<file path="src/rtl/gpio_bank_pkg.sv">
package gpio_bank_pkg;
  localparam int BANKS = 4;
  localparam int BANK_W = 32;
  localparam int TOTAL_PINS = BANKS * BANK_W;
  localparam int ALT_REGS = 2 * BANKS;

  // Kind order follows the offset stride of the first three banks: kind = wordIndex / 3
  typedef enum logic [3:0] {
    K_LEVEL, K_DIR, K_SET, K_CLR, K_RISE, K_FALL, K_STAT, K_ALT_LO, K_ALT_HI, K_NONE
  } regKindE;

  typedef struct packed {
    logic    wrEn;
    logic    rdEn;
    logic    badAcc;
    regKindE kind;
    logic [1:0] bank;
  } ctrlStrobeT;

  localparam logic [31:0] CLR_READ_VAL = 32'hC1EA_0000;
  localparam logic [TOTAL_PINS-1:0] WAKE_MASK =
    {32'h0012_007F, 32'hEC08_0000, 32'h0020_01FC, 32'h8003_FE1B};
endpackage

</file>
<file path="src/rtl/gpio_bank_sync.sv">
module gpio_bank_sync #(
  parameter int WIDTH = 128,
  parameter int STAGES = 2
) (
  input  logic             clk,
  input  logic             rstN,
  input  logic [WIDTH-1:0] asyncIn,
  output logic [WIDTH-1:0] syncOut
);
  logic [STAGES-1:0][WIDTH-1:0] stageR;

  always_ff @(posedge clk) begin
    if (!rstN) stageR[0] <= '0;
    else       stageR[0] <= asyncIn;
  end

  for (genvar s = 1; s < STAGES; s++) begin : g_stage
    always_ff @(posedge clk) begin
      if (!rstN) stageR[s] <= '0;
      else       stageR[s] <= stageR[s-1];
    end
  end

  assign syncOut = stageR[STAGES-1];
endmodule

</file>
<file path="src/rtl/gpio_bank_decode.sv">
module gpio_bank_decode
  import gpio_bank_pkg::*;
#(
  parameter int ADDR_W = 12
) (
  input  logic              wrEn,
  input  logic              rdEn,
  input  logic [ADDR_W-1:0] regAddr,
  output ctrlStrobeT        strobe
);
  localparam int LOW_END  = 'h054;
  localparam int ALT_LAST = 'h070;
  localparam int HI_BASE  = 'h100;
  localparam int HI_LAST  = 'h148;

  int      addrInt;
  int      wordIdx;
  regKindE kind;
  logic [1:0] bank;

  always_comb begin
    addrInt = int'(regAddr);
    wordIdx = 0;
    kind    = K_NONE;
    bank    = 2'd0;
    if (regAddr[1:0] == 2'b00) begin
      if (addrInt < LOW_END) begin
        wordIdx = addrInt >> 2;
        kind    = regKindE'(4'(wordIdx / 3));
        bank    = 2'(wordIdx % 3);
      end else if (addrInt <= ALT_LAST) begin
        wordIdx = (addrInt - LOW_END) >> 2;
        kind    = (wordIdx % 2 == 1) ? K_ALT_HI : K_ALT_LO;
        bank    = 2'(wordIdx / 2);
      end else if (addrInt >= HI_BASE && addrInt <= HI_LAST) begin
        wordIdx = (addrInt - HI_BASE) >> 2;
        if (wordIdx % 3 == 0) begin
          kind = regKindE'(4'(wordIdx / 3));
          bank = 2'd3;
        end
      end
    end
  end

  assign strobe.wrEn   = wrEn && (kind != K_NONE);
  assign strobe.rdEn   = rdEn && (kind != K_NONE);
  assign strobe.badAcc = (wrEn || rdEn) && (kind == K_NONE);
  assign strobe.kind   = kind;
  assign strobe.bank   = bank;
endmodule

</file>
<file path="src/rtl/gpio_bank_dp.sv">
module gpio_bank_dp
  import gpio_bank_pkg::*;
#(
  parameter int PIN_COUNT = 128
) (
  input  logic                  clk,
  input  logic                  rstN,
  input  ctrlStrobeT            strobe,
  input  logic [31:0]           wdata,
  input  logic [TOTAL_PINS-1:0] pinSync,
  input  logic                  coreHalted,
  output logic [31:0]           rdata,
  output logic                  accErr,
  output logic [TOTAL_PINS-1:0] pinOut,
  output logic                  intPin0,
  output logic                  intPin1,
  output logic                  intOther,
  output logic                  wakeReq
);
  localparam logic [TOTAL_PINS-1:0] PIN_VALID =
    (PIN_COUNT >= TOTAL_PINS) ? {TOTAL_PINS{1'b1}} : ((TOTAL_PINS'(1) << PIN_COUNT) - TOTAL_PINS'(1));

  logic [BANKS-1:0][BANK_W-1:0] dirR, outR, riseR, fallR, statR, setLastR;
  logic [ALT_REGS-1:0][BANK_W-1:0] altR;
  logic [BANKS-1:0][BANK_W-1:0] inView, prevR, clrMask, edgeHits;
  logic [31:0] readMux;
  logic [31:0] rdataR;
  logic        accErrR, wakeR;

  assign inView = pinSync & PIN_VALID;
  assign edgeHits = ~dirR & ((inView & ~prevR & riseR) | (~inView & prevR & fallR));

  always_comb begin
    clrMask = '0;
    if (strobe.wrEn && strobe.kind == K_STAT) clrMask[strobe.bank] = wdata;
  end

  always_comb begin
    case (strobe.kind)
      K_LEVEL:  readMux = (outR[strobe.bank] & dirR[strobe.bank]) |
                          (inView[strobe.bank] & ~dirR[strobe.bank]);
      K_DIR:    readMux = dirR[strobe.bank];
      K_SET:    readMux = setLastR[strobe.bank];
      K_CLR:    readMux = CLR_READ_VAL;
      K_RISE:   readMux = riseR[strobe.bank];
      K_FALL:   readMux = fallR[strobe.bank];
      K_STAT:   readMux = statR[strobe.bank];
      K_ALT_LO: readMux = altR[{strobe.bank, 1'b0}];
      K_ALT_HI: readMux = altR[{strobe.bank, 1'b1}];
      default:  readMux = '0;
    endcase
  end

  always_ff @(posedge clk) begin
    if (!rstN) begin
      dirR <= '0; outR <= '0; riseR <= '0; fallR <= '0;
      statR <= '0; setLastR <= '0; altR <= '0; prevR <= '0;
      rdataR <= '0; accErrR <= 1'b0; wakeR <= 1'b0;
    end else begin
      prevR   <= inView;
      statR   <= (statR & ~clrMask) | edgeHits;
      wakeR   <= coreHalted && (|((inView ^ prevR) & ~dirR & WAKE_MASK));
      accErrR <= strobe.badAcc;
      if (strobe.rdEn)        rdataR <= readMux;
      else if (strobe.badAcc) rdataR <= '0;
      if (strobe.wrEn) begin
        case (strobe.kind)
          K_DIR:    dirR[strobe.bank]  <= wdata;
          K_SET: begin
            outR[strobe.bank]     <= outR[strobe.bank] | wdata;
            setLastR[strobe.bank] <= wdata;
          end
          K_CLR:    outR[strobe.bank]  <= outR[strobe.bank] & ~wdata;
          K_RISE:   riseR[strobe.bank] <= wdata;
          K_FALL:   fallR[strobe.bank] <= wdata;
          K_ALT_LO: altR[{strobe.bank, 1'b0}] <= wdata;
          K_ALT_HI: altR[{strobe.bank, 1'b1}] <= wdata;
          default: ;
        endcase
      end
    end
  end

  assign rdata    = rdataR;
  assign accErr   = accErrR;
  assign wakeReq  = wakeR;
  assign pinOut   = outR & dirR;
  assign intPin0  = statR[0][0];
  assign intPin1  = statR[0][1];
  assign intOther = (|statR[0][BANK_W-1:2]) | (|statR[BANKS-1:1]);
endmodule

</file>
<file path="src/rtl/gpio_bank_ctrl.sv">
module gpio_bank_ctrl
  import gpio_bank_pkg::*;
#(
  parameter int PIN_COUNT = 128,
  parameter int SYNC_STAGES = 2,
  parameter int ADDR_W = 12
) (
  input  logic                  clk,
  input  logic                  rstN,
  input  logic                  regWrEn,
  input  logic                  regRdEn,
  input  logic [ADDR_W-1:0]     regAddr,
  input  logic [31:0]           regWdata,
  output logic [31:0]           regRdata,
  output logic                  accErr,
  input  logic [TOTAL_PINS-1:0] pinIn,
  output logic [TOTAL_PINS-1:0] pinOut,
  input  logic                  coreHalted,
  output logic                  intPin0,
  output logic                  intPin1,
  output logic                  intOther,
  output logic                  wakeReq
);
  ctrlStrobeT strobe;
  logic [TOTAL_PINS-1:0] pinSync;

  gpio_bank_sync #(.WIDTH(TOTAL_PINS), .STAGES(SYNC_STAGES)) sync_i (
    .clk(clk), .rstN(rstN), .asyncIn(pinIn), .syncOut(pinSync)
  );

  gpio_bank_decode #(.ADDR_W(ADDR_W)) decode_i (
    .wrEn(regWrEn), .rdEn(regRdEn), .regAddr(regAddr), .strobe(strobe)
  );

  gpio_bank_dp #(.PIN_COUNT(PIN_COUNT)) dp_i (
    .clk(clk), .rstN(rstN), .strobe(strobe), .wdata(regWdata), .pinSync(pinSync),
    .coreHalted(coreHalted), .rdata(regRdata), .accErr(accErr), .pinOut(pinOut),
    .intPin0(intPin0), .intPin1(intPin1), .intOther(intOther), .wakeReq(wakeReq)
  );
endmodule

</file>
<file path="config.mk">
export PLATFORM = sky130hd
export DESIGN_NAME = gpio_bank_ctrl
export DESIGN_NICKNAME = d
export VERILOG_FILES = /design/src/rtl/gpio_bank_pkg.sv /design/src/rtl/gpio_bank_sync.sv /design/src/rtl/gpio_bank_decode.sv /design/src/rtl/gpio_bank_dp.sv /design/src/rtl/gpio_bank_ctrl.sv
export SDC_FILE = /design/constraint.sdc
export NUM_CORES = 2
export LEC_CHECK = 0
export BUFFER_PORTS_ARGS = -buffer_cell sky130_fd_sc_hd__buf_2
export CAP_MARGIN = 40
export CORE_MARGIN = 1
export CORE_UTILIZATION = 40
export DETAILED_ROUTE_END_ITERATION = 6
export HOLD_SLACK_MARGIN = 0.12
export PLACE_DENSITY = 0.61
export SYNTH_ARGS = -nofsm -noshare
export SYNTH_HDL_FRONTEND = slang
export SYNTH_HIERARCHICAL = 1
export SYNTH_SLANG_ARGS = --single-unit
</file>
<file path="constraint.sdc">
create_clock -name clk -period 36.7 [get_ports clk]
set_input_delay 7.34 -clock clk [delete_from_list [all_inputs] [get_ports clk]]
set_output_delay 7.34 -clock clk [all_outputs]
set_load 0.005 [all_outputs]
</file>
==> tab_implementation.tex <==
\begin{tabular}{lr}
\hline
Metric & Value \\
\hline
\multicolumn{2}{l}{\textbf{Synth}} \\
\quad Seq/Total Area, Yosys & 43.14\% \\
\quad Share of Yosys cell area claimed by the top area cell type & 43.14\% \\
\quad Warning count from the yosys run & 6 \\
\quad Cell type with the highest aggregate area in the netlist & sky130\_fd\_sc\_hd\_\_dfxtp\_1 \\
\quad Cell variety after synth & 99 \\
\quad Main synth FF type & sky130\_fd\_sc\_hd\_\_dfxtp\_1 \\
\quad Post-synthesis instance area & 66,920 sq um \\
\quad Post-synth EDFFs & 0 \\
\quad Post-synth ARST share & 0\% \\
\quad Ranking of synthesized cells by instance count & 1,795 x sky130\_fd\_sc\_hd\_\_nand2\_1, 1,442 x sky130\_fd\_sc\_hd\_\_dfxtp\_1, 521 x sky130\_fd\_sc\_hd\_\_and2\_1 \\
\quad Leading cell types by total area after synthesis & sky130\_fd\_sc\_hd\_\_dfxtp\_1 43\%, sky130\_fd\_sc\_hd\_\_nand2\_1 10\%, sky130\_fd\_sc\_hd\_\_mux4\_2 9.7\% \\
\quad Synthesized flop and latch total & 1,442 \\
\quad Mean post-synth cell area & 9.281 sq um \\
\quad Most common cell in the netlist & sky130\_fd\_sc\_hd\_\_nand2\_1 \\
\quad Synthesized instance count & 7,210 \\
\multicolumn{2}{l}{\textbf{STA}} \\
\quad Unrepaired setup endpoints after global routing & no \\
\quad Fmax & 52.28 MHz \\
\quad Max-slew headroom at the worst pin & 8.080\% \\
\quad Number of hold violations in the final report & 0 \\
\quad Post-route clock skew & 0.03628 ns \\
\quad Crit share post-route & 52.12\% \\
\quad Max-slew violation total from the final report & 0 \\
\quad Final critical path time including I/O delays and setup & 19.13 ns \\
\quad Post-Route Setup TNS & 0 ns \\
\quad Final setup violation count & 0 \\
\quad Slew @ Worst Pin & 1.379 ns \\
\multicolumn{2}{l}{\textbf{Route}} \\
\quad DRC viols & 0 \\
\quad Number of vias per cell after detailed routing & 5.913 \\
\quad Total via count after detailed routing & 55,520 \\
\quad Final wirelength & 249,000 um \\
\quad Number of violations reported at the end of detailed-routing iteration 0 & 7,414 \\
\quad DR WL/cell & 26.52 um \\
\quad First drt pass iteration count & 6 \\
\quad Final ANT Viol Nets & 0 \\
\multicolumn{2}{l}{\textbf{Global route}} \\
\quad Number of antenna violations at the first check in global routing & 23 \\
\quad Pin count of the biggest net entering global routing & 295 \\
\quad First-pass GRT wire length & 360,400 um \\
\quad Total congestion overflow after global routing & 0 \\
\quad Total routing resource utilization after global routing & 28.67\% \\
\quad Vias in the first global route & 51,720 \\
\multicolumn{2}{l}{\textbf{Finish}} \\
\quad Number of nets at the end of the flow & 7,346 \\
\quad Number of filler instances in the final layout & 15,680 \\
\quad Proportion of layout cells with a drive suffix above 1 & 14.55\% \\
\quad Cell area after layout & 74,300 sq um \\
\quad Area grow syn2layout & 11.03\% \\
\multicolumn{2}{l}{\textbf{Clock network}} \\
\quad Worst-skew pair later-pin latency & 0.80 ns \\
\quad H-tree levels & 4 \\
\quad Count of buffers added by post-CTS timing repair for setup & 0 \\
\quad Clock tree root driver cell & sky130\_fd\_sc\_hd\_\_clkbuf\_16 \\
\quad Clock tree from TritonCTS & yes \\
\quad Longest Clk Path Bufs & 3 \\
\quad Hold-fix buffers at CTS & 0 \\
\quad Post-CTS clock slew at the launch and capture registers of the worst setup and hold paths & 0.06 ns \\
\quad Sink count of the clock tree & 1,442 \\
\quad CTS-repair resized insts & 0 \\
\quad Number of buffers created by CTS & 145 \\
\multicolumn{2}{l}{\textbf{Critical path}} \\
\quad Path depth of the worst reg2reg path & 6 \\
\quad Type of the worst setup path & in2reg \\
\quad Worst R2R Start & sync\_i/syncOut[83]\$\_SDFF\_PN0\_ \\
\quad Crit end category & flip-flop \\
\quad Kind of start point of the critical path & input port \\
\quad WP data arrival & 19.82 ns \\
\quad Data required time at the worst endpoint & 37.39 ns \\
\quad Destination of the worst register-to-register timing path & dp\_i/wakeReq\$\_SDFF\_PN0\_ \\
\quad Largest stage delay on the critical path & 0.69 ns \\
\quad Worst path slowest cell & sky130\_fd\_sc\_hd\_\_a22oi\_1 \\
\quad Crit-path most repeated cell & sky130\_fd\_sc\_hd\_\_ha\_1 \\
\quad Critical-path maximum fanout & 111 \\
\quad Worst-case register-to-register setup slack & 34.27 ns \\
\multicolumn{2}{l}{\textbf{Placed design}} \\
\quad Estimated wirelength of the detail-placed design & 157,600 um \\
\quad Area of placed instances & 69,390 sq um \\
\quad Total of buffers placed on input and output ports & 341 \\
\quad Weighted congestion at the end of routability-driven global placement & 0.8955 \\
\multicolumn{2}{l}{\textbf{Pwr}} \\
\quad Maximum VDD drop & 0.03881 mV \\
\quad Overall power after layout & 0.003306 W \\
\quad Power density over the cells & 44.49 nW/um\^{}2 \\
\quad Leakage power & 27.98 nW \\
\multicolumn{2}{l}{\textbf{Floorplanning}} \\
\quad Area inside the core boundary & 165,500 sq um \\
\quad Die width & 411.0 um \\
\quad Placement row count & 149 \\
\quad Die area & 168,900 sq um \\
\quad Die Height & 411.0 um \\
\quad Ports placed on the boundary & 342 \\
\quad Initial Utilization & 40.42\% \\
\multicolumn{2}{l}{\textbf{Hold path}} \\
\quad Hold Crit Class & reg2reg \\
\quad Hold Path Stages & 1 \\
\quad Worst Hold End & sync\_i/syncOut[107]\$\_SDFF\_PN0\_ \\
\quad Worst Hold Launch & sync\_i/stageR[107]\$\_SDFF\_PN0\_ \\
\multicolumn{2}{l}{\textbf{Flow run}} \\
\quad MaxCap Viol Count & 0 \\
\multicolumn{2}{l}{\textbf{Outcome}} \\
\quad Outcome & finished, final reports clean \\
\hline
\end{tabular}
-- how the worst max path moves through the flow --
stage,startpoint,end,slack [ns],cells after the start
2_1_floorplan,regAddr[8],dp_i/rdata[30]$_SDFFE_PN0P_,19.85,44
3_3_place_gp,regAddr[8],dp_i/rdata[28]$_SDFFE_PN0P_,16.81,37
3_5_place_dp,regAddr[8],dp_i/rdata[28]$_SDFFE_PN0P_,16.98,38
4_1_cts,regAddr[8],dp_i/rdata[28]$_SDFFE_PN0P_,17.76,38
5_1_grt,regAddr[8],dp_i/rdata[28]$_SDFFE_PN0P_,16.85,38
6_report,regAddr[8],dp_i/rdata[28]$_SDFFE_PN0P_,17.57,38
-- per-stage QoR --
step	worst slack, ns	std cells	utilization (%)	hold slack (ns)
2_1_floorplan	19.85	7212	-	0.4119
3_5_place_dp	16.98	9120	41.91	0.4169
6_report	17.57	9389	44.88	0.4261
5_1_grt	16.85	9382	44.87	0.4370
4_1_cts	17.76	9377	44.85	0.4278
3_3_place_gp	16.81	9099	41.60	0.4172
-- registers in the layout (all words and copies together) (netlist names), 32 cells and up --
| name | cells |
|---|---|
| dp_i/altR | 256 |
| dp_i/dirR | 128 |
| dp_i/fallR | 128 |
| dp_i/outR | 128 |
| dp_i/prevR | 128 |
| dp_i/riseR | 128 |
| dp_i/setLastR | 128 |
| sync_i/stageR | 128 |
| sync_i/syncOut | 128 |
| dp_i/statR | 126 |
| dp_i/rdata | 32 |
-- kinds of logic (layout without fill, tap and decap cells) --
logic type,Yosys count,in the layout,share of synthesized area [%]
AND/OR/NAND/NOR,2856,2856,20.03
AO/OA/AOI/OAI,1627,1627,18.39
flip-flops,1442,1442,43.14
buffers and inverters,815,793,5.677
multiplexers,368,368,10.91
adder cells (fa/ha/maj),89,89,1.664
XOR/XNOR,12,12,0.1851
other,1,13,0.005604
-- worst max-delay path, delay by kind of cell --
| kind | cells | cell delay, ns |
|---|---|---|
| compound gates | 12 | 4.12 |
| xor+xnor | 2 | 0.31 |
| fa+ha+maj | 4 | 1.35 |
| buf+inv | 6 | 2.02 |
| mux | 2 | 0.70 |
| simple gates | 12 | 3.79 |
-- layer usage --
layer  up-vias  track usage, %  part of all wire (%)  routed length (um)
li1      24440               -                     -                   -
met1     27460           40.82                    42              105100
met2      3093           41.49                    42              104700
met3       523           6.239                    11               27920
met4         4           12.29                   4.5               11260
met5         -               0                 0.011                  27
-- area by class of cell --
| type | instances | area (sq um) | share of cell area [%] |
|---|---|---|---|
| antenna | 10 | 25.02 | 0.03368 |
| clock buffer | 212 | 4327 | 5.824 |
| clock inverter | 45 | 540.5 | 0.7275 |
| inverter | 88 | 330.3 | 0.4446 |
| multi-input combinational | 4955 | 34530 | 46.47 |
| sequential | 1442 | 28870 | 38.86 |
| tap | 2189 | 2739 | 3.686 |
| timing repair buffer | 448 | 2939 | 3.956 |
-- power breakdown --
part / switching (W) / total (W) / internal (W)
clock network: 0.000643 / 0.00154 / 0.000894
logic: 0.000109 / 0.000175 / 0.0000652
registers: 0.0000127 / 0.00159 / 0.00158
total: 0.000765 / 0.00331 / 0.00254
-- layout by cell type, fill, tap and decap left out, drive strengths merged, types with 11 or more instances in the layout --
| master | Yosys | final |
|---|---|---|
| nor4 | 41 | 41 |
| o21ai | 27 | 27 |
| mux2i | 78 | 78 |
| a21boi | 897 | 897 |
| buf | 289 | 448 |
| a221oi | 12 | 12 |
| o211a | 162 | 162 |
| nor3 | 20 | 20 |
| mux4 | 288 | 288 |
| clkbuf | 438 | 212 |
| o22ai | 24 | 24 |
| nor2 | 140 | 140 |
| a22oi | 160 | 160 |
| o21a | 131 | 131 |
| dfxtp | 1442 | 1442 |
| inv | 87 | 91 |
| nand4 | 48 | 48 |
| and2 | 521 | 521 |
| nand3b | 184 | 184 |
| nand2 | 1796 | 1796 |
| nand3 | 29 | 29 |
| bufinv | 0 | 11 |
| ha | 89 | 89 |
| a21oi | 134 | 134 |
| clkinv | 1 | 27 |
(Power assumes the default switching activity.)
